--- config.mk ---
export PLATFORM = sky130hd
export DESIGN_NAME = hostid_lock_regs
export DESIGN_NICKNAME = d
export VERILOG_FILES = /design/src/rtl/hostid_pkg.sv /design/src/rtl/hostid_own_field.sv /design/src/rtl/hostid_boot_gate.sv /design/src/rtl/hostid_id_word.sv /design/src/rtl/hostid_lock_regs.sv
export SDC_FILE = /design/constraint.sdc
export NUM_CORES = 1
export LEC_CHECK = 0
export BUFFER_PORTS_ARGS = -buffer_cell sky130_fd_sc_hd__buf_2
export CAP_MARGIN = 20
export CORE_UTILIZATION = 49
export CTS_CLUSTER_DIAMETER = 50
export DETAILED_ROUTE_END_ITERATION = 8
export PLACE_DENSITY = 0.76
export SYNTH_ARGS = -nofsm -noshare
export SYNTH_HDL_FRONTEND = slang
export SYNTH_SLANG_ARGS = --single-unit
--- constraint.sdc ---
create_clock -name clk -period 1.9 [get_ports clk]
set_input_delay 0.285 -clock clk [delete_from_list [all_inputs] [get_ports clk]]
set_output_delay 0.285 -clock clk [all_outputs]
set_load 0.01 [all_outputs]
--- src/rtl/hostid_pkg.sv ---
package hostid_pkg;
  localparam int ADDR_W = 2;

  typedef enum logic [ADDR_W-1:0] {
    SEL_HOST  = 2'd0,
    SEL_ASMID = 2'd1,
    SEL_ASMIN = 2'd2,
    SEL_SPARE = 2'd3
  } reg_sel_e;

  localparam int NUM_IDREG = 2;
endpackage

--- src/rtl/hostid_own_field.sv ---
module hostid_own_field #(
  parameter int ID_W = 16
) (
  input  logic            clk,
  input  logic            rst_n,
  input  logic            wr_hit,
  input  logic [ID_W-1:0] wr_val,
  output logic [ID_W-1:0] field,
  output logic            claim_pulse,
  output logic            drop_pulse
);
  localparam logic [ID_W-1:0] FREE_VAL = {ID_W{1'b1}};

  logic is_free;
  logic do_claim;
  logic do_drop;

  assign is_free  = (field == FREE_VAL);
  assign do_claim = wr_hit && is_free && (wr_val != FREE_VAL);
  assign do_drop  = wr_hit && !is_free && (wr_val == field);

  always_ff @(posedge clk or negedge rst_n) begin
    if (!rst_n) begin
      field       <= FREE_VAL;
      claim_pulse <= 1'b0;
      drop_pulse  <= 1'b0;
    end else begin
      claim_pulse <= do_claim;
      drop_pulse  <= do_drop;
      if (do_claim)     field <= wr_val;
      else if (do_drop) field <= FREE_VAL;
    end
  end

  // a claim pulse follows a change from free to owned
  assert_claim_edge_R2: assert property (@(posedge clk) disable iff (!rst_n)
    claim_pulse |-> (field != FREE_VAL) && ($past(field) == FREE_VAL));

  // an owned field only moves on a matching write
  assert_owned_hold_R3: assert property (@(posedge clk) disable iff (!rst_n)
    ((field != FREE_VAL) && !(wr_hit && (wr_val == field))) |=> $stable(field));

  // a drop pulse follows a return to free
  assert_drop_edge_R4: assert property (@(posedge clk) disable iff (!rst_n)
    drop_pulse |-> (field == FREE_VAL) && ($past(field) != FREE_VAL));

  // a free field stays free unless a non-free value is written
  assert_free_stay_R5: assert property (@(posedge clk) disable iff (!rst_n)
    ((field == FREE_VAL) && !(wr_hit && (wr_val != FREE_VAL))) |=> (field == FREE_VAL));

  assert_pulse_excl_R4: assert property (@(posedge clk) disable iff (!rst_n)
    $countones({claim_pulse, drop_pulse}) <= 1);
endmodule

--- src/rtl/hostid_boot_gate.sv ---
module hostid_boot_gate (
  input  logic clk,
  input  logic rst_n,
  input  logic boot_done,
  output logic wr_allow
);
  logic boot_seen;

  always_ff @(posedge clk or negedge rst_n) begin
    if (!rst_n)         boot_seen <= 1'b0;
    else if (boot_done) boot_seen <= 1'b1;
  end

  assign wr_allow = !boot_done && !boot_seen;

  // once seen, the boot state never clears before reset
  assert_boot_sticky_R9: assert property (@(posedge clk) disable iff (!rst_n)
    boot_seen |=> boot_seen);

  // the level itself blocks writes in the cycle it is high
  assert_boot_block_R8: assert property (@(posedge clk) disable iff (!rst_n)
    boot_done |-> !wr_allow);
endmodule

--- src/rtl/hostid_id_word.sv ---
module hostid_id_word #(
  parameter int          DATA_W  = 32,
  parameter logic [31:0] RST_VAL = 32'h0
) (
  input  logic              clk,
  input  logic              rst_n,
  input  logic              wr_hit,
  input  logic              wr_allow,
  input  logic [DATA_W-1:0] wr_val,
  output logic [DATA_W-1:0] q
);
  always_ff @(posedge clk or negedge rst_n) begin
    if (!rst_n)                  q <= RST_VAL[DATA_W-1:0];
    else if (wr_hit && wr_allow) q <= wr_val;
  end

  // a frozen word never changes
  assert_frozen_word_R9: assert property (@(posedge clk) disable iff (!rst_n)
    !wr_allow |=> $stable(q));

  // a write to another address leaves this word alone
  assert_no_stray_R10: assert property (@(posedge clk) disable iff (!rst_n)
    !wr_hit |=> $stable(q));
endmodule

--- src/rtl/hostid_lock_regs.sv ---
module hostid_lock_regs #(
  parameter int          DATA_W       = 32,
  parameter int          ID_W         = 16,
  parameter logic [31:0] ASM_ID_RST   = 32'h0000_1A2B,
  parameter logic [31:0] ASM_INFO_RST = 32'h0000_0003
) (
  input  logic                         clk,
  input  logic                         rst_n,
  input  logic                         bus_wr,
  input  logic [hostid_pkg::ADDR_W-1:0] bus_addr,
  input  logic [DATA_W-1:0]            bus_wdata,
  output logic [DATA_W-1:0]            bus_rdata,
  input  logic                         boot_done,
  output logic                         lock_held,
  output logic [ID_W-1:0]              owner_id,
  output logic                         claim_pulse,
  output logic                         drop_pulse
);
  import hostid_pkg::*;

  localparam logic [ID_W-1:0] FREE_VAL = {ID_W{1'b1}};

  logic [ID_W-1:0]   host_field;
  logic              wr_allow;
  logic              host_hit;
  logic [DATA_W-1:0] id_q [NUM_IDREG];

  assign host_hit = bus_wr && (bus_addr == SEL_HOST);

  hostid_own_field #(.ID_W(ID_W)) u_own (
    .clk         (clk),
    .rst_n       (rst_n),
    .wr_hit      (host_hit),
    .wr_val      (bus_wdata[ID_W-1:0]),
    .field       (host_field),
    .claim_pulse (claim_pulse),
    .drop_pulse  (drop_pulse)
  );

  hostid_boot_gate u_gate (
    .clk       (clk),
    .rst_n     (rst_n),
    .boot_done (boot_done),
    .wr_allow  (wr_allow)
  );

  for (genvar g = 0; g < NUM_IDREG; g++) begin : g_idw
    localparam logic [31:0] RV = (g == 0) ? ASM_ID_RST : ASM_INFO_RST;
    logic hit;
    assign hit = bus_wr && (bus_addr == ADDR_W'(g + 1));
    hostid_id_word #(.DATA_W(DATA_W), .RST_VAL(RV)) u_word (
      .clk      (clk),
      .rst_n    (rst_n),
      .wr_hit   (hit),
      .wr_allow (wr_allow),
      .wr_val   (bus_wdata),
      .q        (id_q[g])
    );
  end

  assign owner_id  = host_field;
  assign lock_held = (host_field != FREE_VAL);

  always_comb begin
    bus_rdata = '0;
    case (bus_addr)
      SEL_HOST:  bus_rdata[ID_W-1:0] = host_field;
      SEL_ASMID: bus_rdata = id_q[0];
      SEL_ASMIN: bus_rdata = id_q[1];
      default:   bus_rdata = '0;
    endcase
  end

  // lock level follows the owner value
  assert_lock_level_R6: assert property (@(posedge clk) disable iff (!rst_n)
    lock_held == (owner_id != FREE_VAL));
endmodule

# [Yosys cells after proc, flatten, opt, wreduce, memory -nomap -nowiden]
# Cells that the tools add are included.
[word_totals] reg_bits=83 inputBits=38 out_inout_bits=51 wordCells=31
[op_classes] eq_ne=6 n_mux=4 reduce_logical=15
[ops] op="$pmux W16 S3" n=1
[ops] op="$mux W16" n=2
[ops] op="$ne A16 B16 Y1 const B" n=2
[ops] op="$pmux W16 S2" n=1
[ops] op="$eq A16 B16 Y1" n=1
[ops] op="$eq A16 B16 Y1 const B" n=1
[ops] op="$logic_and A1 B1 Y1" n=10
[ops] op="$logic_not A1 Y1" n=3
[ops] op="$eq A2 B1 Y1 const B" n=1
[ops] op="$eq A2 B2 Y1 const B" n=1
[ops] op="$logic_not A2 Y1" n=1
[ops] op="$reduce_bool A2 Y1" n=1

# [Logic depth before layout (Yosys ltp)]
[logic_depth] word_depth=6 mapped_depth=7 mapped_depth_nobuf=6

# [By module]
# Synthesis repeated with hierarchy kept, for this count alone.
[hier_totals] cells_unflattened=305 area_unflattened_um2=4344.2
[modules_own_cells] mod="hostid_id_word (g_idw[0].u_word)" n_inst=1 cells_per_inst=68 area_each_um2=1353.8 seq_area_each_um2=809.5
[modules_own_cells] mod="hostid_id_word (g_idw[1].u_word)" n_inst=1 cells_per_inst=68 area_each_um2=1347.5 seq_area_each_um2=803.3
[modules_own_cells] mod="hostid_own_field" n_inst=1 cells_per_inst=75 area_each_um2=959.7 seq_area_each_um2=470.5
[modules_own_cells] mod="hostid_lock_regs" n_inst=1 cells_per_inst=91 area_each_um2=648.1 seq_area_each_um2=0.0
[modules_own_cells] mod="hostid_boot_gate" n_inst=1 cells_per_inst=3 area_each_um2=35.0 seq_area_each_um2=25.0

# [Worst setup path after synthesis]
# Ideal clock, no wire load.
[synth_path] path_kind="register to register" start="reg u_own.field[6]" end="reg u_own.field[10]" setup_time_ns=0.080 arrival_time_ns=1.755 t_required_ns=1.820 setup_slack_ns=0.065 stages_incl_launch_ff=8 n_path_buf=1 synth_period_minus_slack_ns=1.835 cell_sequence="dfstp_2 -> nand4_1 -> nor4_2 -> inv_1 -> nand4_1 -> o31ai_4 -> buf_6 -> o22a_1"
[synth_via] elab_chain_len=5 elab_cells_between_ends=9 classes_between="eq/ne (2); mux (1); reduce/logical (6)"
[synth_lines] element="start: declaration" line_no="hostid_own_field.sv:8" source="output logic [ID_W-1:0] field,"
[synth_lines] element="start signal: assignment" line_no="hostid_own_field.sv:30" source="if (do_claim) field <= wr_val;"
[synth_lines] element="$eq A16 B16 Y1" line_no="hostid_own_field.sv:18" source="assign is_free = (field == FREE_VAL);"
[synth_lines] element="$logic_not A1 Y1" line_no="hostid_own_field.sv:20" source="assign do_drop = wr_hit && !is_free && (wr_val == field);"
[synth_lines] element="$logic_and A1 B1 Y1 (2 in series)" line_no="hostid_own_field.sv:20"
[synth_lines] element="$reduce_bool A2 Y1 (no line)"
# Parallel ways exist; a longest one is shown, timed or not.
# A chain may end at the register's enable or synchronous reset.

# [Final worst setup path]
[layout_path] start="reg u_own.field[6]" end="out lock_held"
[layout_via] elab_chain_len=1
[layout_lines] element="$ne A16 B16 Y1" line_no="hostid_lock_regs.sv:62" source="assign lock_held = (host_field != FREE_VAL);"
[layout_lines] element="end: declaration" line_no="hostid_lock_regs.sv:14" source="output logic lock_held,"
# No other way between the ends.

==> results.toml <==
[run_status]
status = "finished, violations left"
violations = "setup timing"

[die]
core_um2 = 7727
die_y_um = 91.29
placement_rows = 32
die_area_um2 = 8333
ioPinCount = 89
initial_utilization = 0.5055
die_w_um = 91.29

[clock_tree]
cts_buffers = 9
clkTransAtPathRegs_ns = 0.08
clock_latency_ns = 0.36
cts_max_level = 3
cts_max_path_buffers = 2
cts_tree = "done"
root_buffer = "clkbuf_8"
cts.sinks = 83

[critical_path]
crit_chain = "nand4_1 > nor4_4 > inv_1 > buf_6"
r2r_start = "u_own.field[0]"
crit_arrival_ns = 1.65
max_stage_delay_ns = 0.58
worstReg2RegEnd = "u_own.field[14]"
critPathRequiredTime_ns = 1.62
ff2ff_path_depth = 6
cp_slowest_cell = "dfstp_2"
end_kind = "output port"
worst-setup-path-type = "register to output port"
cp_max_fo = 5
worst-r2r-setup-slack_ns = -0.01
start_kind = "register"

[synthesis]
synth_fa_ha_area_frac = 0.01281
synth-xor-area-share = 0.03587
synth_top_family_by_area = "multiplexers"
ys_ff_latch = 83
synth-simple-area-share = 0.08104
synth_warnings = 0
syn_inst = 298
ys_seq_area_frac = 0.5397
synth.area.mux_share = 0.1845
syn_nets = 340
synth_compound_area_frac = 0.1131
syn_area_um2 = 3906
syn_avg_cell_area_um2 = 13.11
ys_types = 27

[detailed_routing]
vias = 3009
vias_per_cell = 5.775
postRouteAntennaNets = 0
routedWlPerCell_um = 18.60
detail_route.wirelength_mm = 9.688
drc = 0
first_pass_iters = 7
dr.first_iter.drc_count = 181

[placed_design]
place_congestion = 0.8970
dp.cells = 496
portBuffers = 88
dp_hpwl_mm = 6.744

[sta]
clock_skew_ns = 0.01118
rsz0062_at_grt = "true"
hold_viol = 0
fmax_mhz = 516.9
setup_slack_ns = -0.03458
setup_violations = 3
finalCritPeriodShare = 1.018
min_period_ns = 1.935
worst_pin_slew_ns = 0.6704
drv_slew = 0
slew_headroom = 0.5531

[global_route]
grt_pass1_wl_mm = 15.64
grt_pass1_vias = 3053
grt_use_total = 0.2441
antenna_found_initial = 0
grt_max_degree = 47
grt.overflow.total = 0

[worst_hold_path]
holdPathStages = 3
hold_path_end = "u_gate.boot_seen"
hold_class = "input port to register"
worst_hold_startpoint = "boot_done"

[cells_and_area]
layout_commonest_cell = "buf_2"
layout_common_cells = "buf_2 (86), mux2_2 (62), dfrtp_1 (58)"
diodes = 0
area_growth_pct = 26.55
fin_nets = 456
fin_cells = 521
final_core_util = 0.6397
drive_gt1_frac = 0.5585

[run]
max_cap_viol_count = 0

[pwr]
cellPowerDensity_nw_per_um2 = 694.1
vdd_drop_max_mv = 0.3284
power.leakage_uw = 0.002464
-- cell usage after synthesis --
cell type,count,area (µm²)
a222oi_1,16,160.2
a22oi_1,16,120.1
buf_2,7,35.03
nor4_1,2,12.51
buf_1,1,3.750
and3_1,2,12.51
mux2_2,62,698.2
or4_1,1,7.510
nor2b_1,16,100.1
ha_1,4,50.05
o22a_1,16,140.1
nor2_1,17,63.81
dfrtp_1,58,1451
nand3_1,1,5.000
nor3_1,1,5.000
o31ai_4,1,21.27
nand4_1,9,56.30
xnor2_1,4,35.03
nand2_1,1,3.750
clkbuf_1,13,48.80
xor2_1,12,105.1
mux2_1,2,22.52
buf_6,2,22.52
nor4_2,2,25.02
dfstp_2,25,656.9
inv_1,5,18.77
nand4_2,2,25.02
-- logic make-up after synthesis --
logic type      count (synthesis)
compound gates                 49
simple gates                   54
buf+inv                        28
fa+ha+maj                       4
mux                            64
flops                          83
xor+xnor                       16
-- cell type report --
cell class	instances	area [µm²]
clock inverter	2	35.03
clock buffer	14	162.7
tap	102	127.6
fill	579	2784
multi-input combinational	187	1700
sequential	83	2108
timing repair buffer	128	790.8
inverter	5	18.77
-- state kept, by name, indices dropped and copies added (netlist names) --
signal,count
g_idw.u_word.q,64
u_own.field,16
u_gate.boot_seen,1
u_own.drop_pulse,1
u_own.claim_pulse,1
-- per-layer routing --
metal,track usage,part of all wire
met5,0,0
met4,0.1177,0.014
met3,0.04020,0.069
met2,0.3731,0.50
met1,0.3398,0.42
-- power by group --
part | switching, µW | internal (µW)
clock network | 602 | 680
registers | 25.2 | 1820
logic | 173 | 130
total | 800 | 2630
-- worst max-delay path, delay by kind of cell (launching register included) --
| kind | cells | cell delay (ns) |
|---|---|---|
| buffers and inverters | 2 | 0.26 |
| DFF | 1 | 0.58 |
| and+or+nand+nor | 2 | 0.47 |
-- worst max path at each step --
stage,start,to,slack [ns],depth (start not counted)
CTS,u_own.field[12],lock_held,-0.06,4
detailed placement,u_own.field[6],u_own.field[12],0.05,7
global route,u_own.field[0],u_own.field[14],-0.09,6
floorplan,u_own.field[6],u_own.field[10],0.07,7
global placement,u_own.field[6],u_own.field[9],0.11,7
finish,u_own.field[6],lock_held,-0.03,4
-- timing repair --
item / in CTS / in global routing
hold buffers: 1 / 0
resized for setup: 2 / 11
endpoints found under the hold margin: 31 / 0
pin swaps: 2 / 24
gates cloned: 0 / 1
setup buffers: 5 / 2
setup endpoints to repair: 1 / 18
-- per-stage QoR --
stage          instance area (µm²)  hold slack, ns  setup slack (ns)  total power (µW)  setup TNS [ns]
3_5_place_dp                  4612          0.3167           0.05293              2178               0
2_1_floorplan                 3906        -0.01059           0.06507              2004               0
6_report                      4943          0.1258          -0.03458              3431        -0.05743
5_1_grt                       4943          0.1347          -0.08585              3564         -0.8819
3_3_place_gp                  4612          0.3154            0.1097              2166               0
4_1_cts                       4872          0.1090          -0.05800              3457        -0.05800
No activity file was read; power rests on OpenSTA's default activity.
